**src/rtl/nor_cmd_pkg.sv**
```systemverilog
// Shared types and command constants for the flash command decoder.
// Assumes unlock comparisons use 15 address bits and 8 data bits.
package nor_cmd_pkg;

    typedef enum logic [2:0] {
        OP_NONE = 3'd0,
        OP_PROG = 3'd1,
        OP_SECT = 3'd2,
        OP_BLK  = 3'd3,
        OP_CHIP = 3'd4
    } op_e;

    typedef enum logic [1:0] {
        MODE_READ = 2'd0,
        MODE_ID   = 2'd1,
        MODE_CFI  = 2'd2
    } mode_e;

    typedef enum logic [2:0] {
        ST_IDLE,
        ST_KEY1,
        ST_KEY2,
        ST_WORD,
        ST_ERA1,
        ST_ERA2,
        ST_ERA3
    } step_e;

    localparam logic [14:0] UNLOCK_ADDR_A = 15'h5555;
    localparam logic [14:0] UNLOCK_ADDR_B = 15'h2AAA;

    localparam logic [7:0] KEY_FIRST  = 8'hAA;
    localparam logic [7:0] KEY_SECOND = 8'h55;
    localparam logic [7:0] CODE_PROG  = 8'hA0;
    localparam logic [7:0] CODE_ERASE = 8'h80;
    localparam logic [7:0] CODE_IDENT = 8'h90;
    localparam logic [7:0] CODE_QUERY = 8'h98;
    localparam logic [7:0] CODE_EXIT  = 8'hF0;
    localparam logic [7:0] CODE_SECT  = 8'h30;
    localparam logic [7:0] CODE_BLK   = 8'h50;
    localparam logic [7:0] CODE_CHIP  = 8'h10;

endpackage

```
**src/rtl/nor_cmd_match.sv**
```systemverilog
// Compares the low address and data bits of a write against the unlock keys.
// Assumes the caller has already dropped the bits that take no part in matching.
module nor_cmd_match
    import nor_cmd_pkg::*;
#(
    parameter int CMP_ADDR_W = 15,
    parameter int CMP_DATA_W = 8
) (
    input  logic [CMP_ADDR_W-1:0] addr_lo,
    input  logic [CMP_DATA_W-1:0] data_lo,
    output logic                  at_addr_a,
    output logic                  at_addr_b,
    output logic [7:0]            code
);

    localparam logic [CMP_ADDR_W-1:0] KEY_A = CMP_ADDR_W'(UNLOCK_ADDR_A);
    localparam logic [CMP_ADDR_W-1:0] KEY_B = CMP_ADDR_W'(UNLOCK_ADDR_B);

    // Flag the two unlock addresses and present the command byte.
    always_comb begin
        at_addr_a = (addr_lo == KEY_A);
        at_addr_b = (addr_lo == KEY_B);
        code      = 8'(data_lo);
    end

endmodule

```
**src/rtl/nor_cmd_seq.sv**
```systemverilog
// Unlock sequence tracker, mode register and request register.
// Assumes wr_stb is a single-cycle pulse; busy blocks every write completely.
module nor_cmd_seq
    import nor_cmd_pkg::*;
#(
    parameter int ADDR_W   = 18,
    parameter int DATA_W   = 16,
    parameter int SECT_LSB = 11,
    parameter int BLK_LSB  = 15
) (
    input  logic              clk,
    input  logic              rst_n,
    input  logic              wr_stb,
    input  logic [ADDR_W-1:0] wr_addr,
    input  logic [DATA_W-1:0] wr_data,
    input  logic              busy,
    input  logic              at_addr_a,
    input  logic              at_addr_b,
    input  logic [7:0]        code,
    output logic              req_valid,
    output logic [2:0]        req_op,
    output logic [ADDR_W-1:0] req_addr,
    output logic [DATA_W-1:0] req_data,
    output logic [1:0]        mode
);

    localparam logic [ADDR_W-1:0] SECT_MASK = {ADDR_W{1'b1}} << SECT_LSB;
    localparam logic [ADDR_W-1:0] BLK_MASK  = {ADDR_W{1'b1}} << BLK_LSB;

    step_e             step_q, step_d;
    mode_e             mode_q, mode_d;
    logic              fire;
    op_e               fire_op;
    logic [ADDR_W-1:0] fire_addr;
    logic              accept;

    assign accept = wr_stb && !busy;

    // Next sequence step, next mode and any request from the accepted write.
    always_comb begin
        step_d    = step_q;
        mode_d    = mode_q;
        fire      = 1'b0;
        fire_op   = OP_NONE;
        fire_addr = wr_addr;
        if (accept) begin
            step_d = ST_IDLE;
            case (step_q)
                ST_IDLE: begin
                    if (at_addr_a && code == KEY_FIRST) step_d = ST_KEY1;
                    else                                mode_d = MODE_READ;
                end
                ST_KEY1: begin
                    if (at_addr_b && code == KEY_SECOND) step_d = ST_KEY2;
                    else                                 mode_d = MODE_READ;
                end
                ST_KEY2: begin
                    if (at_addr_a && code == CODE_PROG)       step_d = ST_WORD;
                    else if (at_addr_a && code == CODE_ERASE) step_d = ST_ERA1;
                    else if (at_addr_a && code == CODE_IDENT) mode_d = MODE_ID;
                    else if (at_addr_a && code == CODE_QUERY) mode_d = MODE_CFI;
                    else                                      mode_d = MODE_READ;
                end
                ST_WORD: begin
                    fire    = 1'b1;
                    fire_op = OP_PROG;
                end
                ST_ERA1: begin
                    if (at_addr_a && code == KEY_FIRST) step_d = ST_ERA2;
                    else                                mode_d = MODE_READ;
                end
                ST_ERA2: begin
                    if (at_addr_b && code == KEY_SECOND) step_d = ST_ERA3;
                    else                                 mode_d = MODE_READ;
                end
                ST_ERA3: begin
                    if (code == CODE_SECT) begin
                        fire      = 1'b1;
                        fire_op   = OP_SECT;
                        fire_addr = wr_addr & SECT_MASK;
                    end else if (code == CODE_BLK) begin
                        fire      = 1'b1;
                        fire_op   = OP_BLK;
                        fire_addr = wr_addr & BLK_MASK;
                    end else if (code == CODE_CHIP && at_addr_a) begin
                        fire      = 1'b1;
                        fire_op   = OP_CHIP;
                        fire_addr = '0;
                    end else begin
                        mode_d = MODE_READ;
                    end
                end
                default: mode_d = MODE_READ;
            endcase
        end
    end

    // Register the sequence step and the read mode.
    always_ff @(posedge clk) begin
        if (!rst_n) begin
            step_q <= ST_IDLE;
            mode_q <= MODE_READ;
        end else begin
            step_q <= step_d;
            mode_q <= mode_d;
        end
    end

    // Register the request as a one-cycle pulse with its payload.
    always_ff @(posedge clk) begin
        if (!rst_n) begin
            req_valid <= 1'b0;
            req_op    <= OP_NONE;
            req_addr  <= '0;
            req_data  <= '0;
        end else begin
            req_valid <= fire;
            if (fire) begin
                req_op   <= fire_op;
                req_addr <= fire_addr;
                req_data <= wr_data;
            end
        end
    end

    assign mode = mode_q;


    req_pulse_chk: assert property (@(posedge clk) disable iff (!rst_n)
        req_valid |=> !req_valid);


    busy_hold_chk: assert property (@(posedge clk) disable iff (!rst_n)
        busy |=> ($stable(mode) && !req_valid));


    req_cause_chk: assert property (@(posedge clk) disable iff (!rst_n)
        req_valid |-> $past(wr_stb && !busy));


    req_type_chk: assert property (@(posedge clk) disable iff (!rst_n)
        req_valid |-> (req_op inside {OP_PROG, OP_SECT, OP_BLK, OP_CHIP}));


    sect_align_chk: assert property (@(posedge clk) disable iff (!rst_n)
        (req_valid && req_op == OP_SECT) |-> (req_addr[SECT_LSB-1:0] == '0));


    mode_legal_chk: assert property (@(posedge clk) disable iff (!rst_n)
        mode != 2'd3);

endmodule

```
**src/rtl/nor_id_read.sv**
```systemverilog
// Returns the manufacturer or device code while identification mode is active.
// Assumes the codes sit at word 0 and word 1; all other reads give zero.
module nor_id_read #(
    parameter int          ADDR_W = 18,
    parameter int          DATA_W = 16,
    parameter logic [15:0] MFR_ID = 16'h00BF,
    parameter logic [15:0] DEV_ID = 16'h272F
) (
    input  logic              id_mode,
    input  logic [ADDR_W-1:0] rd_addr,
    output logic [DATA_W-1:0] id_data
);

    // Select the identification code from the read address.
    always_comb begin
        id_data = '0;
        if (id_mode && rd_addr[ADDR_W-1:1] == '0)
            id_data = rd_addr[0] ? DATA_W'(DEV_ID) : DATA_W'(MFR_ID);
    end

endmodule

```
**src/rtl/nor_cmd_decoder.sv**
```systemverilog
// Top of the flash command decoder: matcher, sequence tracker and ID read path.
// Assumes one write per strobe pulse and a busy flag from the array controller.
module nor_cmd_decoder
    import nor_cmd_pkg::*;
#(
    parameter int ADDR_W     = 18,
    parameter int DATA_W     = 16,
    parameter int CMP_ADDR_W = 15,
    parameter int CMP_DATA_W = 8,
    parameter int SECT_LSB   = 11,
    parameter int BLK_LSB    = 15
) (
    input  logic              clk,
    input  logic              rst_n,
    input  logic              wr_stb,
    input  logic [ADDR_W-1:0] wr_addr,
    input  logic [DATA_W-1:0] wr_data,
    input  logic              busy,
    input  logic [ADDR_W-1:0] rd_addr,
    output logic              req_valid,
    output logic [2:0]        req_op,
    output logic [ADDR_W-1:0] req_addr,
    output logic [DATA_W-1:0] req_data,
    output logic [1:0]        mode,
    output logic [DATA_W-1:0] id_data
);

    logic       at_addr_a;
    logic       at_addr_b;
    logic [7:0] code;

    nor_cmd_match #(
        .CMP_ADDR_W (CMP_ADDR_W),
        .CMP_DATA_W (CMP_DATA_W)
    ) u_match (
        .addr_lo   (wr_addr[CMP_ADDR_W-1:0]),
        .data_lo   (wr_data[CMP_DATA_W-1:0]),
        .at_addr_a (at_addr_a),
        .at_addr_b (at_addr_b),
        .code      (code)
    );

    nor_cmd_seq #(
        .ADDR_W   (ADDR_W),
        .DATA_W   (DATA_W),
        .SECT_LSB (SECT_LSB),
        .BLK_LSB  (BLK_LSB)
    ) u_seq (
        .clk       (clk),
        .rst_n     (rst_n),
        .wr_stb    (wr_stb),
        .wr_addr   (wr_addr),
        .wr_data   (wr_data),
        .busy      (busy),
        .at_addr_a (at_addr_a),
        .at_addr_b (at_addr_b),
        .code      (code),
        .req_valid (req_valid),
        .req_op    (req_op),
        .req_addr  (req_addr),
        .req_data  (req_data),
        .mode      (mode)
    );

    nor_id_read #(
        .ADDR_W (ADDR_W),
        .DATA_W (DATA_W)
    ) u_id (
        .id_mode (mode == MODE_ID),
        .rd_addr (rd_addr),
        .id_data (id_data)
    );

endmodule

```
**config.mk**
```make
export PLATFORM = sky130hd
export DESIGN_NAME = nor_cmd_decoder
export DESIGN_NICKNAME = d
export VERILOG_FILES = /design/src/rtl/nor_cmd_pkg.sv /design/src/rtl/nor_cmd_match.sv /design/src/rtl/nor_cmd_seq.sv /design/src/rtl/nor_id_read.sv /design/src/rtl/nor_cmd_decoder.sv
export SDC_FILE = /design/constraint.sdc
export NUM_CORES = 1
export LEC_CHECK = 0
export BUFFER_PORTS_ARGS = -buffer_cell sky130_fd_sc_hd__clkbuf_2
export CORE_ASPECT_RATIO = 0.75
export CORE_MARGIN = 2
export CORE_UTILIZATION = 48
export DETAILED_ROUTE_END_ITERATION = 8
export PLACE_DENSITY = 0.84
export SYNTH_ARGS = -nofsm -noshare
export SYNTH_HDL_FRONTEND = slang
export SYNTH_SLANG_ARGS = --single-unit
```
**constraint.sdc**
```tcl
create_clock -name clk -period 3.03 [get_ports clk]
set_input_delay 0.303 -clock clk [delete_from_list [all_inputs] [get_ports clk]]
set_output_delay 0.303 -clock clk [all_outputs]
set_load 0.05 [all_outputs]
```
---- Word-level counts from Yosys, hierarchy flattened ----
Cells that the tools add are included.
cells by class
  bitwise logic cells ..................... 1
  reduce and logical (&&, ||, !) cells .... 15
  eq/ne operators ......................... 25
  muxes and demuxes ....................... 34
operators with widths
  operator                                          count
  two-way mux 18 bit                                5
  == test 8 bit (second input constant)             5
  two-way mux 3 bit                                 8
  two-way mux 2 bit                                 10
  zero test 17 bit                                  1
  == test 8 x 7 -> 1 bit (second input constant)    2
  two-way mux 16 bit                                1
  == test 15 x 14 -> 1 bit (second input constant)  1
  == test 15 bit (second input constant)            1
  one-hot mux 3 bit (5 select lines)                1
  two-way mux 14 bit                                1
  inequality test 2 bit (second input constant)     7
  one-hot mux 2 bit (5 select lines)                1
  == test 3 bit (second input constant)             3
  logical AND 1 bit                                 9
  AND reduction 9 bit                               1
  == test 8 x 5 -> 1 bit (second input constant)    1
  == test 8 x 6 -> 1 bit (second input constant)    1
  == test 3 x 2 -> 1 bit (second input constant)    2
  one-hot mux 3 bit (2 select lines)                1
  two-way mux 1 bit                                 5
  OR reduction 2 bit                                2
  == test 3 x 1 -> 1 bit (second input constant)    1
  zero test 3 bit                                   1
  4 further kinds                                   4
storage, ports and cells
  bits in registers ....................... 43

---- Longest topological paths before layout ----
Gate-level depths: netlist (run 1).
  depth after elaboration ................. 7
  gate-level depth with buffers ........... 8

---- Hierarchy ----
Synthesis (run 1) repeated with hierarchy kept, for this count alone.
second synthesis, totals
  cells, all modules ...................... 275
  area, all modules ....................... 2318.5 sq um
modules (own cells, without submodules)
  module           times used  cells an instance  area each (sq um)
  nor_cmd_seq      1           231                1964.4
  nor_id_read      1           25                 185.2
  nor_cmd_match    1           18                 155.1
  nor_cmd_decoder  1           1                  13.8

---- Worst setup path before layout (run 1) ----
OpenSTA, ideal clock, no wires.
  path type ............................... register to output
  from .................................... register u_seq.mode_q[0], in the netlist u_seq.mode[0]
  to ...................................... output port id_data[7]
  setup slack ............................. -1328 ps
  stages on the path, launching flop included .. 6
  arrival ................................. 4055 ps
  path through ............................ dfxtp_1 > nor4b_1 > nand4_1 > nor4_1 > nor2b_1 > buf_4
between the ends
  word-level cells in the longest chain between the ends .. 3
ends and longest elaborated chain
  element                 RTL line               source
  from (decl)             nor_cmd_seq.sv:31      mode_e mode_q, mode_d;
  from (signal assigned)  nor_cmd_seq.sv:105     mode_q <= mode_d;
  == test 2 x 1 -> 1 bit  nor_cmd_decoder.sv:69  .id_mode (mode == MODE_ID),
  logical AND 1 bit       nor_id_read.sv:17      if (id_mode && rd_addr[ADDR_W-1:1] == '0)
  two-way mux 16 bit      nor_id_read.sv:17
  to (decl)               nor_cmd_decoder.sv:25  output logic [DATA_W-1:0] id_data
No other way between the ends.

---- Final worst setup path (run 1) ----
  from .................................... register u_seq.mode_q[1], in the netlist u_seq.mode[1]
  to ...................................... output port id_data[8]
The elaborated chain is that of the path after synthesis.

==> reports/results.txt, run 1 <==
status: complete, no violations
final worst-path setup slack: 678 ps
Reg power frac: 56.0%
dpl ws: 772 ps
Synth Area in Simple Gates: 25.5%
Final Cycle Share: 77.6%
type of origin of the critical path: register
DRC violations left: 0
hpwl dp: 4350 um
min cycle time layout: 2350 ps
multiplexer share of the synthesized area: 0.933%
Required @ worst endpoint: 2730 ps
GRT overflow: 0
Seq/Total Area, Yosys: 40.1%
gr usage total: 22.1%
synthesis-to-finish area growth: 26.8%
Synth top cells by count: 43 x dfxtp_1, 27 x a21oi_1, 22 x o21ai_0
pin count of the biggest net entering global routing: 29
maximum VDD drop: 232 uV
full die area: 5020 um^2
Die Ht: 61.9 um
count of cell types in the netlist: 48
vias in the first global route: 1,806
worst reg2reg path endpoint: u_seq.step_q[2]
num ports: 112
Core Region: 4390 um^2
Hold EP: u_seq.req_addr[15]
Mapped Cells: 242
CP cell instances: nor4b_1 > nand4_1 > nor4_4 > and2_1 > clkbuf_2
antenna fix cells: 0
Worst Path Max Fanout: 7
Post-synth top flop: dfxtp_1
final hold vios: 0
reg-to-reg slack, setup: 980 ps
Synth Register Bits: 43
Post-DRT Antenna Nets: 0
Max stage delay on crit path: 370 ps
Max Fclk: 425 MHz
Post-synth EDFFs: 0
leak pwr: 1.17 nW
via density per instance: 5.65
Worst Setup End Kind: primary output
die span in x: 81.2 um
row count: 21
share of layout cells above drive strength 1: 37.3%
Crit Path Class: register to primary output
Hold Buf Count CTS: 0
Synth area leaders: dfxtp_1 40%, a21oi_1 6.3%, a22o_1 6.1%
initial antenna violation count: 0
Pwr Density: 371 nW/um^2
clock tree from TritonCTS: built
clock slew at reported path FFs: 70 ps
xor and xnor area share after synthesis: 0.408%
Num CTS Buffers: 5
Sum Neg Setup Slack: 0 ps
H-tree depth: 2
Sw Ratio: 24.2%
GR met3 Demand/Resource: 4.91%
P_int: 0.000765 W
clock sink count: 43
GRT met2 Usage: 32.8%
Synth Warn #: 0
Top delay family on crit path: simple AND/OR/NAND/NOR gates
mean post-synth cell area: 8.86 um^2
asr flop ratio synth: 0%
first-pass GRT wire length: 8610 um
Buf+Inv Stages, Crit Path: 1
FILL cells: 406
Pre-antenna DRT Iters: 5
Routed WL: 5770 um
CP max-delay cell: nor4b_1
Clock Latency Late Sink: 290 ps
Slew Limit Fails: 0
measured slew at the worst slew-check pin: 656 ps
DRT iter0 DRCs: 107
post_cts resized: 0
hold depth: 3
Wirelength per Cell: 14.6 um
main combinational cell family by area after synthesis: simple AND/OR/NAND/NOR gates
Max Clock Skew: 6.86 ps
GRT Max-Usage Layer: met2
Non-Filler Instances: 395
worst min path class: input port to register
Reg2Reg Depth: 4
mapped cell area: 2140 um^2
count leader, synth: dfxtp_1
critical path arrival: 2050 ps
CTS Buffer Depth: 2
Psw: 0.000244 W
Compound-Gate Fraction of Synth Area: 24.7%
share of the synthesized area in the top cell type: 40.1%
grt met1 use: 32.3%
RSZ-0062 raised after global routing: false
Max-slew headroom: 56.3%
I/O Buffers: 106
max-cap check violation count: 0
Final setup viols: 0
hold_ws: 230 ps
Initial Util: 48.9%
worst r2r src: u_seq.step_q[0]
nets: 393
postcts setup bufs: 0
gp weighted congestion: 0.995
Hold Crit Start: wr_addr[15]
Synth Area in Adders: 0%
Comb power frac: 10.0%
CTS Root Cell: clkbuf_8
Synth area leader: dfxtp_1
total number of vias: 2,230
Clock power frac: 34.0%
placed cell count: 387
worst max-delay path by stage:
stage,start,end,depth (start not counted)
after floorplan,u_seq.mode[0],id_data[7],5
after global placement,wr_data[0],u_seq.req_data[5],6
after detailed placement,wr_data[0],u_seq.req_data[8],6
after CTS,u_seq.mode[1],id_data[8],5
after global routing,u_seq.mode[1],id_data[13],5
final,u_seq.mode[1],id_data[8],5
power by group through the flow:
stage	logic [W]	clock network [W]	registers (W)
6_report	0.000101	0.000343	0.000565
5_1_grt	0.000109	0.000374	0.000564
4_1_cts	0.000100	0.000351	0.000564
3_5_place_dp	0.0000998	0	0.000578
3_3_place_gp	0.0000990	0	0.000578
2_1_floorplan	0.0000502	0	0.000578
stage by stage:
| stage | area, um^2 | total power [W] | util [%] |
|---|---|---|---|
| 2_1_floorplan | 2180 | 0.000628 | - |
| 3_3_place_gp | 2640 | 0.000677 | 60.1 |
| 3_5_place_dp | 2640 | 0.000678 | 60.1 |
| 4_1_cts | 2720 | 0.00102 | 62.0 |
| 5_1_grt | 2720 | 0.00105 | 62.0 |
| 6_report | 2720 | 0.00101 | 62.0 |
registers in the layout, indices dropped and copies added (netlist names):
| signal | cells |
|---|---|
| u_seq.req_addr | 18 |
| u_seq.mode | 2 |
| u_seq.req_data | 16 |
| u_seq.step_q | 3 |
| u_seq.req_op | 3 |
| u_seq.req_valid | 1 |
worst min-delay path: stages:
cell	delay, ps
clkbuf_2	80
nand2_1	40
a21oi_1	50
layout make-up:
cell class                      count  area, um^2  area share (%)
Tap cell                           57        71.3            2.62
Inverter                            1        3.75           0.138
Timing Repair Buffer              110         561            20.6
Sequential cell                    43         861            31.6
Clock inverter                      1        5.00           0.184
Clock buffer                        7        76.3            2.81
Multi-Input combinational cell    176        1140            42.0
placed cells by master, fill, tap and decap left out, types with 2 or more instances in the layout:
cell type,count
nand2_1,14
nor2_1,4
o21ai_1,2
a21oi_2,2
nand3_1,19
nand3b_1,2
nor4_4,2
nor4bb_1,6
o21ai_0,22
a21oi_1,27
nor3_1,3
mux2i_1,2
buf_4,4
clkbuf_8,5
clkbuf_1,2
o31ai_1,2
conb_1,5
nor2b_1,5
a22o_1,15
nand4_1,7
nor4_1,5
nor4b_1,5
dfxtp_1,43
nand2b_1,4
clkbuf_2,106
cells by family after synthesis:
group	Yosys count
other cells	1
xor+xnor	1
simple gates	87
buf+inv	27
flops	43
compound gates	81
mux	2
per-layer routing:
| metal | up-vias | part of all wire (%) |
|---|---|---|
| li1 | 1098 | - |
| met1 | 1022 | 46 |
| met2 | 104 | 45 |
| met3 | 6 | 8.3 |
| met4 | 0 | 0.92 |
| met5 | - | 0 |
No activity file was read; power rests on OpenSTA's default activity.
==> run 2: changes to the inputs <==
--- a/config.mk
+++ b/config.mk
@@ -5,12 +5,13 @@
 export SDC_FILE = /design/constraint.sdc
 export NUM_CORES = 1
 export LEC_CHECK = 0
+export ABC_AREA = 1
 export BUFFER_PORTS_ARGS = -buffer_cell sky130_fd_sc_hd__clkbuf_2
 export CORE_ASPECT_RATIO = 0.75
 export CORE_MARGIN = 2
-export CORE_UTILIZATION = 48
+export CORE_UTILIZATION = 46
 export DETAILED_ROUTE_END_ITERATION = 8
-export PLACE_DENSITY = 0.84
+export PLACE_DENSITY = 0.8
 export SYNTH_ARGS = -nofsm -noshare
 export SYNTH_HDL_FRONTEND = slang
 export SYNTH_SLANG_ARGS = --single-unit
==> constraint.sdc (replaced) <==
create_clock -name clk -period 2.36 [get_ports clk]
set_input_delay 0.236 -clock clk [delete_from_list [all_inputs] [get_ports clk]]
set_output_delay 0.236 -clock clk [all_outputs]
set_load 0.05 [all_outputs]
==> run 2 against run 1 <==
Sequential power increased by 29%. Synthesized area increased by 8.1%. Global-route usage decreased by 0.20 points. Highest routed layer unchanged.
==> reports/results.txt, run 2 <==
DRC violations left: 0 (unchanged)
most common cell after layout, fill and taps aside: clkbuf_2
first-pass GRT wire length: 9960 um (+16%)
mean post-synth cell area: 6.31 um^2 (-29%)
Max Clock Skew: 11.3 ps (+4.43 ps)
Synth top cells by count: 86 x nor2_1, 85 x nand2_1, 43 x dfxtp_1
Initial Util: 47.6% (-1.3 points)
full die area: 5630 um^2 (+12%)
Routed WL: 5940 um (+3.0%)
xor and xnor area share after synthesis: 0% (-0.41 points)
Reg power frac: 52.7% (-3.3 points)
status: complete, no violations
vias in the first global route: 2,317 (+28%)
gr usage total: 21.9% (-0.20 points)
Synth Area in Simple Gates: 39.7% (+14 points)
count leader, synth: nor2_1
Hold Crit Start: wr_data[10]
postcts setup bufs: 0 (unchanged)
Wirelength per Cell: 11.4 um (-22%)
Synth Area in Adders: 0% (unchanged)
DRT iter0 DRCs: 89 (-17%)
Max-slew headroom: 51.0% (-5.3 points)
row count: 22 (+4.8%)
total number of vias: 2,584 (+16%)
hold depth: 3 (unchanged)
Crit Path Class: register to register
mapped cell area: 2320 um^2 (+8.1%)
asr flop ratio synth: 0% (unchanged)
max reg flops: 18 (unchanged)
Core Region: 4870 um^2 (+11%)
Final Cycle Share: 81.8%
leak pwr: 1.45 nW (+25%)
Area after DPL: 2790 um^2 (+5.8%)
Worst Path Max Fanout: 30 (+23)
Pre-antenna DRT Iters: 6 (+1)
Required @ worst endpoint: 2550 ps (-180 ps)
Post-DRT Antenna Nets: 0 (unchanged)
Seq/Total Area, Yosys: 37.1% (-3.0 points)
die span in x: 86.0 um (+5.9%)
Design Area, Final: 2890 um^2 (+6.3%)
Clock power frac: 35.8% (+1.8 points)
Synth area leaders: dfxtp_1 37%, nor2_1 14%, nand2_1 14%
count of cell types in the netlist: 22 (-54%)
Synth Warn #: 0 (unchanged)
Synth Register Bits: 43 (unchanged)
worst min path class: input port to register
I/O Buffers: 106 (unchanged)
placed cell count: 515 (+33%)
biggest regs: u_seq.req_addr x18, u_seq.req_data x16
critical path arrival: 2130 ps (+80 ps)
Post-synth top flop: dfxtp_1
type of origin of the critical path: register
CP dominant cell by count: nand2_2
nets: 518 (+32%)
Max stage delay on crit path: 470 ps (+100 ps)
H-tree depth: 2 (unchanged)
Reg2Reg Depth: 10 (+6)
GRT overflow: 0 (unchanged)
synthesis-to-finish area growth: 24.7%
main combinational cell family by area after synthesis: simple AND/OR/NAND/NOR gates
Sw Ratio: 26.1% (+1.9 points)
Non-Filler Instances: 523 (+32%)
Synth area leader: dfxtp_1
num ports: 112 (unchanged)
Hold Buf Count CTS: 0 (unchanged)
initial antenna violation count: 0 (unchanged)
Critical Path Stages: 10 (+5)
Slew Limit Fails: 0 (unchanged)
post_cts resized: 0 (unchanged)
Compound-Gate Fraction of Synth Area: 9.23% (-16 points)
Post-synth EDFFs: 0 (unchanged)
most frequent cells in the layout: 106 x clkbuf_2, 85 x nand2_1, 84 x nor2_1
CTS Root Cell: clkbuf_8
RSZ-0062 raised after global routing: false
Clock Latency Late Sink: 290 ps (about the same)
CP Launch Point: u_seq.step_q[1]
max-cap check violation count: 0 (unchanged)
min cycle time layout: 1930 ps
hold_ws: 184 ps (-45.4 ps)
worst r2r src: u_seq.step_q[1]
measured slew at the worst slew-check pin: 734 ps (+78.4 ps)
Final setup viols: 0 (unchanged)
Top delay family on crit path: simple AND/OR/NAND/NOR gates
Max Fclk: 518 MHz
Buf+Inv Stages, Crit Path: 1 (unchanged)
Psw: 0.000360 W (+48%)
clock tree from TritonCTS: built
via density per instance: 4.94 (-12%)
multiplexer share of the synthesized area: 0% (-0.93 points)
antenna fix cells: 0 (unchanged)
Comb power frac: 11.5% (+1.5 points)
Worst Setup End Kind: register
share of layout cells above drive strength 1: 27.4% (-9.8 points)
clock slew at reported path FFs: 90 ps (+20 ps)
maximum VDD drop: 255 uV (+9.9%)
final hold vios: 0 (unchanged)
Die Ht: 65.5 um (+5.8%)
CP max-delay cell: dfxtp_1
hpwl dp: 4720 um (+8.6%)
share of the synthesized area in the top cell type: 37.1% (-3.0 points)
gp weighted congestion: 0.972 (-2.3%)
clock sink count: 43 (unchanged)
pin count of the biggest net entering global routing: 31 (+6.9%)
Num CTS Buffers: 5 (unchanged)
Pwr Density: 478 nW/um^2 (+29%)
Sum Neg Setup Slack: 0 ps (unchanged)
Mapped Cells: 367 (+52%)
CTS Buffer Depth: 2 (unchanged)
FILL cells: 502 (+24%)
P_int: 0.00102 W (+33%)
register bank with the most flops: u_seq.req_addr
CP cell instances: nand2_2 > nor2_4 > nand3_1 > nand2_1 > nor2_1 > nand2_2 > nand2_2 > buf_4 > o21ai_0 > nor2_1
==> run 2: changes by cell type after synthesis, sizes merged, moves of 4 or more <==
| cell | before | now |
|---|---|---|
| nand4 | 7 | 21 |
| o21ai | 24 | 17 |
| nor4bb | 6 | 0 |
| nand2 | 15 | 88 |
| nor2 | 4 | 87 |
| nand2b | 4 | 0 |
| nand3 | 19 | 14 |
| nor2b | 6 | 0 |
| inv | 1 | 39 |
| a22o | 15 | 0 |
| nor4b | 5 | 0 |
| a21oi | 29 | 25 |
==> run 2: logic make-up (layout without fill, tap and decap cells) <==
logic type,after synthesis,after routing
compound gates,42,42
buf+inv,64,156
flops,43,43
other cells,1,5
simple gates,217,217
==> run 2: tightest hold or removal path, stage by stage <==
cell and delay (ps):
clkbuf_2 70, o21ai_0 70, nor2_1 70
==> run 2: through the flow <==
stage / util, % / setup slack [ps] / total power [W]
2_1_floorplan: - / 172 / 0.000836
3_3_place_gp: 57.3 / 501 / 0.000902
3_5_place_dp: 57.3 / 434 / 0.000904
4_1_cts: 59.3 / 435 / 0.00140
5_1_grt: 59.3 / 159 / 0.00145
6_report: 59.3 / 429 / 0.00138
==> run 2: cell type report <==
class | instances | area (um^2) | share of cell area [%]
repair buffers | 108 | 546 | 18.9
multi-input cells | 264 | 1160 | 40.1
clock buffers | 6 | 82.6 | 2.86
clock inverters | 2 | 16.3 | 0.563
inverters | 40 | 151 | 5.24
well taps | 60 | 75.1 | 2.60
flip-flops and latches | 43 | 861 | 29.8
==> run 2: path summary, 6_finish.rpt <==
path,to,slack [ps]
max,u_seq.req_data[12],430
min,u_seq.req_data[10],180
max reg2reg,u_seq.req_data[12],430
min reg2reg,u_seq.req_addr[5],470
==> run 2: routing by layer <==
layer | wire (um) | up-vias | GRT usage [%]
met3 | 386 | 5 | 4.52
met5 | 0 | - | 0
met4 | 39 | 0 | 2.98
li1 | - | 1340 | -
met1 | 2980 | 1151 | 29.4
met2 | 2530 | 88 | 37.4
==> run 2: power groups by stage <==
| stage | clock network [W] | registers, W | logic (W) |
|---|---|---|---|
| 3_5_place_dp | 0 | 0.000745 | 0.000159 |
| 4_1_cts | 0.000509 | 0.000728 | 0.000159 |
| 5_1_grt | 0.000545 | 0.000729 | 0.000178 |
| 6_report | 0.000495 | 0.000728 | 0.000159 |
| 3_3_place_gp | 0 | 0.000745 | 0.000157 |
| 2_1_floorplan | 0 | 0.000752 | 0.0000845 |
==> run 3: changes to the inputs <==
==> constraint.sdc (replaced) <==
create_clock -name clk -period 2 [get_ports clk]
set_input_delay 0.2 -clock clk [delete_from_list [all_inputs] [get_ports clk]]
set_output_delay 0.2 -clock clk [all_outputs]
set_load 0.05 [all_outputs]
==> run 3 against run 2 <==
Worst hold slack worse by 43 ps. Die area stayed put. Clock skew is 6.2 ps lower. Non-clock buffer count is 4 higher. Combinational power is 19% higher.
==> reports/results.txt, run 3 (synthesized netlist as in run 2, its figures left out) <==
status: complete, no violations
first-pass GRT wire length: 9650 um (-3.2%)
synthesis-to-finish area growth: 27.2%
CTS Root Cell: clkbuf_8
reg-to-reg slack, setup: 270 ps (-160 ps)
Slew Limit Fails: 0 (unchanged)
num ports: 112 (unchanged)
Wirelength per Cell: 11.4 um (+0.25%)
Design Area, Final: 2950 um^2 (+1.9%)
Final Util: 60.5% (+1.2 points)
worst min path class: input port to register
worst r2r src: u_seq.step_q[1]
P_int: 0.00129 W (+26%)
leak pwr: 1.49 nW (+2.8%)
Initial Util: 47.6% (unchanged)
share of layout cells above drive strength 1: 27.9% (+0.47 points)
row count: 22 (unchanged)
Sw Ratio: 24.5% (-1.6 points)
Clock Latency Late Sink: 300 ps (about the same)
die span in x: 86.0 um (unchanged)
Storage cell area: 861 um^2 (unchanged)
FILL cells: 484 (-3.6%)
Routed WL: 5990 um (+0.82%)
initial antenna violation count: 0 (unchanged)
final hold vios: 0 (unchanged)
Die Ht: 65.5 um (unchanged)
dpl ws: 167 ps (-267 ps)
hold depth: 3 (unchanged)
clock slew at reported path FFs: 80 ps (about the same)
Max Fclk: 540 MHz
CTS Buffer Depth: 2 (unchanged)
DRT iter0 DRCs: 106 (+19%)
Pwr Density: 579 nW/um^2 (+21%)
Pre-antenna DRT Iters: 4 (-2)
GRT overflow: 0 (unchanged)
hpwl dp: 4830 um (+2.3%)
Post-DRT Antenna Nets: 0 (unchanged)
most common cell after layout, fill and taps aside: clkbuf_2
min cycle time layout: 1850 ps
Hold Crit Start: wr_data[9]
critical path arrival: 1650 ps (-480 ps)
vias in the first global route: 2,207 (-4.7%)
total number of vias: 2,566 (-0.70%)
Comb power frac: 11.1% (-0.4 points)
Psw: 0.000418 W (+16%)
hold_ws: 142 ps (-42.5 ps)
Area after DPL: 2830 um^2 (+1.5%)
gr usage total: 21.8% (-0.084 points)
postcts setup bufs: 0 (unchanged)
register bank with the most flops: u_seq.req_addr
Hold EP: u_seq.req_data[9]
nets: 522 (+0.77%)
max reg flops: 18 (unchanged)
Num CTS Buffers: 5 (unchanged)
Crit Path Class: register to primary output
H-tree depth: 2 (unchanged)
Final setup viols: 0 (unchanged)
Reg power frac: 50.3% (-2.4 points)
via density per instance: 4.88 (-1.3%)
biggest regs: u_seq.req_addr x18, u_seq.req_data x16
gp weighted congestion: 0.942 (-3.2%)
max-cap check violation count: 0 (unchanged)
Clock power frac: 38.5% (+2.7 points)
Multi-input gate area: 1160 um^2 (+0.43%)
Worst Setup End Kind: primary output
pin count of the biggest net entering global routing: 25 (-19%)
Hold Buf Count CTS: 0 (unchanged)
I/O Buffers: 106 (unchanged)
worst reg2reg path endpoint: u_seq.req_data[7]
maximum VDD drop: 424 uV (+66%)
post_cts resized: 0 (unchanged)
clock tree from TritonCTS: built
Final Cycle Share: 92.6%
Sum Neg Setup Slack: 0 ps (unchanged)
Worst Path Max Fanout: 4 (-87%)
DRC violations left: 0 (unchanged)
Required @ worst endpoint: 1800 ps (-750 ps)
Max Clock Skew: 5.06 ps (-6.23 ps)
type of origin of the critical path: register
final worst-path setup slack: 148 ps (-281 ps)
most frequent cells in the layout: 106 x clkbuf_2, 85 x nand2_1, 84 x nor2_1
full die area: 5630 um^2 (unchanged)
Reg2Reg Depth: 10 (unchanged)
Core Region: 4870 um^2 (unchanged)
RSZ-0062 raised after global routing: false
clock sink count: 43 (unchanged)
antenna fix cells: 0 (unchanged)
==> run 3: worst max-delay path by stage <==
| stage | from | endpoint | cells past startpoint |
|---|---|---|---|
| finish | u_seq.mode[0] | id_data[9] | 5 |
| detailed placement | u_seq.step_q[0] | u_seq.req_data[9] | 11 |
| floorplan | u_seq.mode[0] | id_data[10] | 5 |
| CTS | u_seq.mode[0] | id_data[10] | 5 |
| global placement | u_seq.step_q[0] | u_seq.req_data[10] | 11 |
| global route | u_seq.mode[0] | id_data[8] | 5 |
==> run 3: power groups by stage <==
| stage | clock (W) | combinational [W] | sequential (W) |
|---|---|---|---|
| after CTS | 0.000675 | 0.000189 | 0.000859 |
| after global routing | 0.000716 | 0.000211 | 0.000860 |
| after global placement | 0 | 0.000185 | 0.000879 |
| after detailed placement | 0 | 0.000189 | 0.000879 |
| final | 0.000658 | 0.000190 | 0.000859 |
| after floorplan | 0 | 0.0000997 | 0.000887 |
==> run 3: layer usage <==
metal  vias up  part of all wire, %  GRT usage, %
li1       1349                    -             -
met1      1122                   46          27.7
met2        90                   44          36.6
met3         5                  8.9          6.16
met4         0                  1.1          5.56
met5         -                    0             0
==> run 3: layout make-up <==
| class | count | share of cell area, % |
|---|---|---|
| clock buffers | 5 | 2.34 |
| inverters | 40 | 5.18 |
| clock inverters | 2 | 1.27 |
| flip-flops and latches | 43 | 29.2 |
| repair buffers | 112 | 20.0 |
| multi-input cells | 264 | 39.5 |
| well taps | 60 | 2.55 |
==> run 3: critical path: stages (launching register included) <==
cell,delay (ps)
dfxtp_1,340
inv_1,60
nor4_1,220
nand4_1,230
nor2_2,200
clkbuf_2,310
==> run 3: per-stage QoR <==
| stage | instances | power, W |
|---|---|---|
| floorplan | 371 | 0.000987 |
| global placement | 519 | 0.00106 |
| detailed placement | 519 | 0.00107 |
| CTS | 526 | 0.00172 |
| global route | 526 | 0.00179 |
| finish | 526 | 0.00171 |
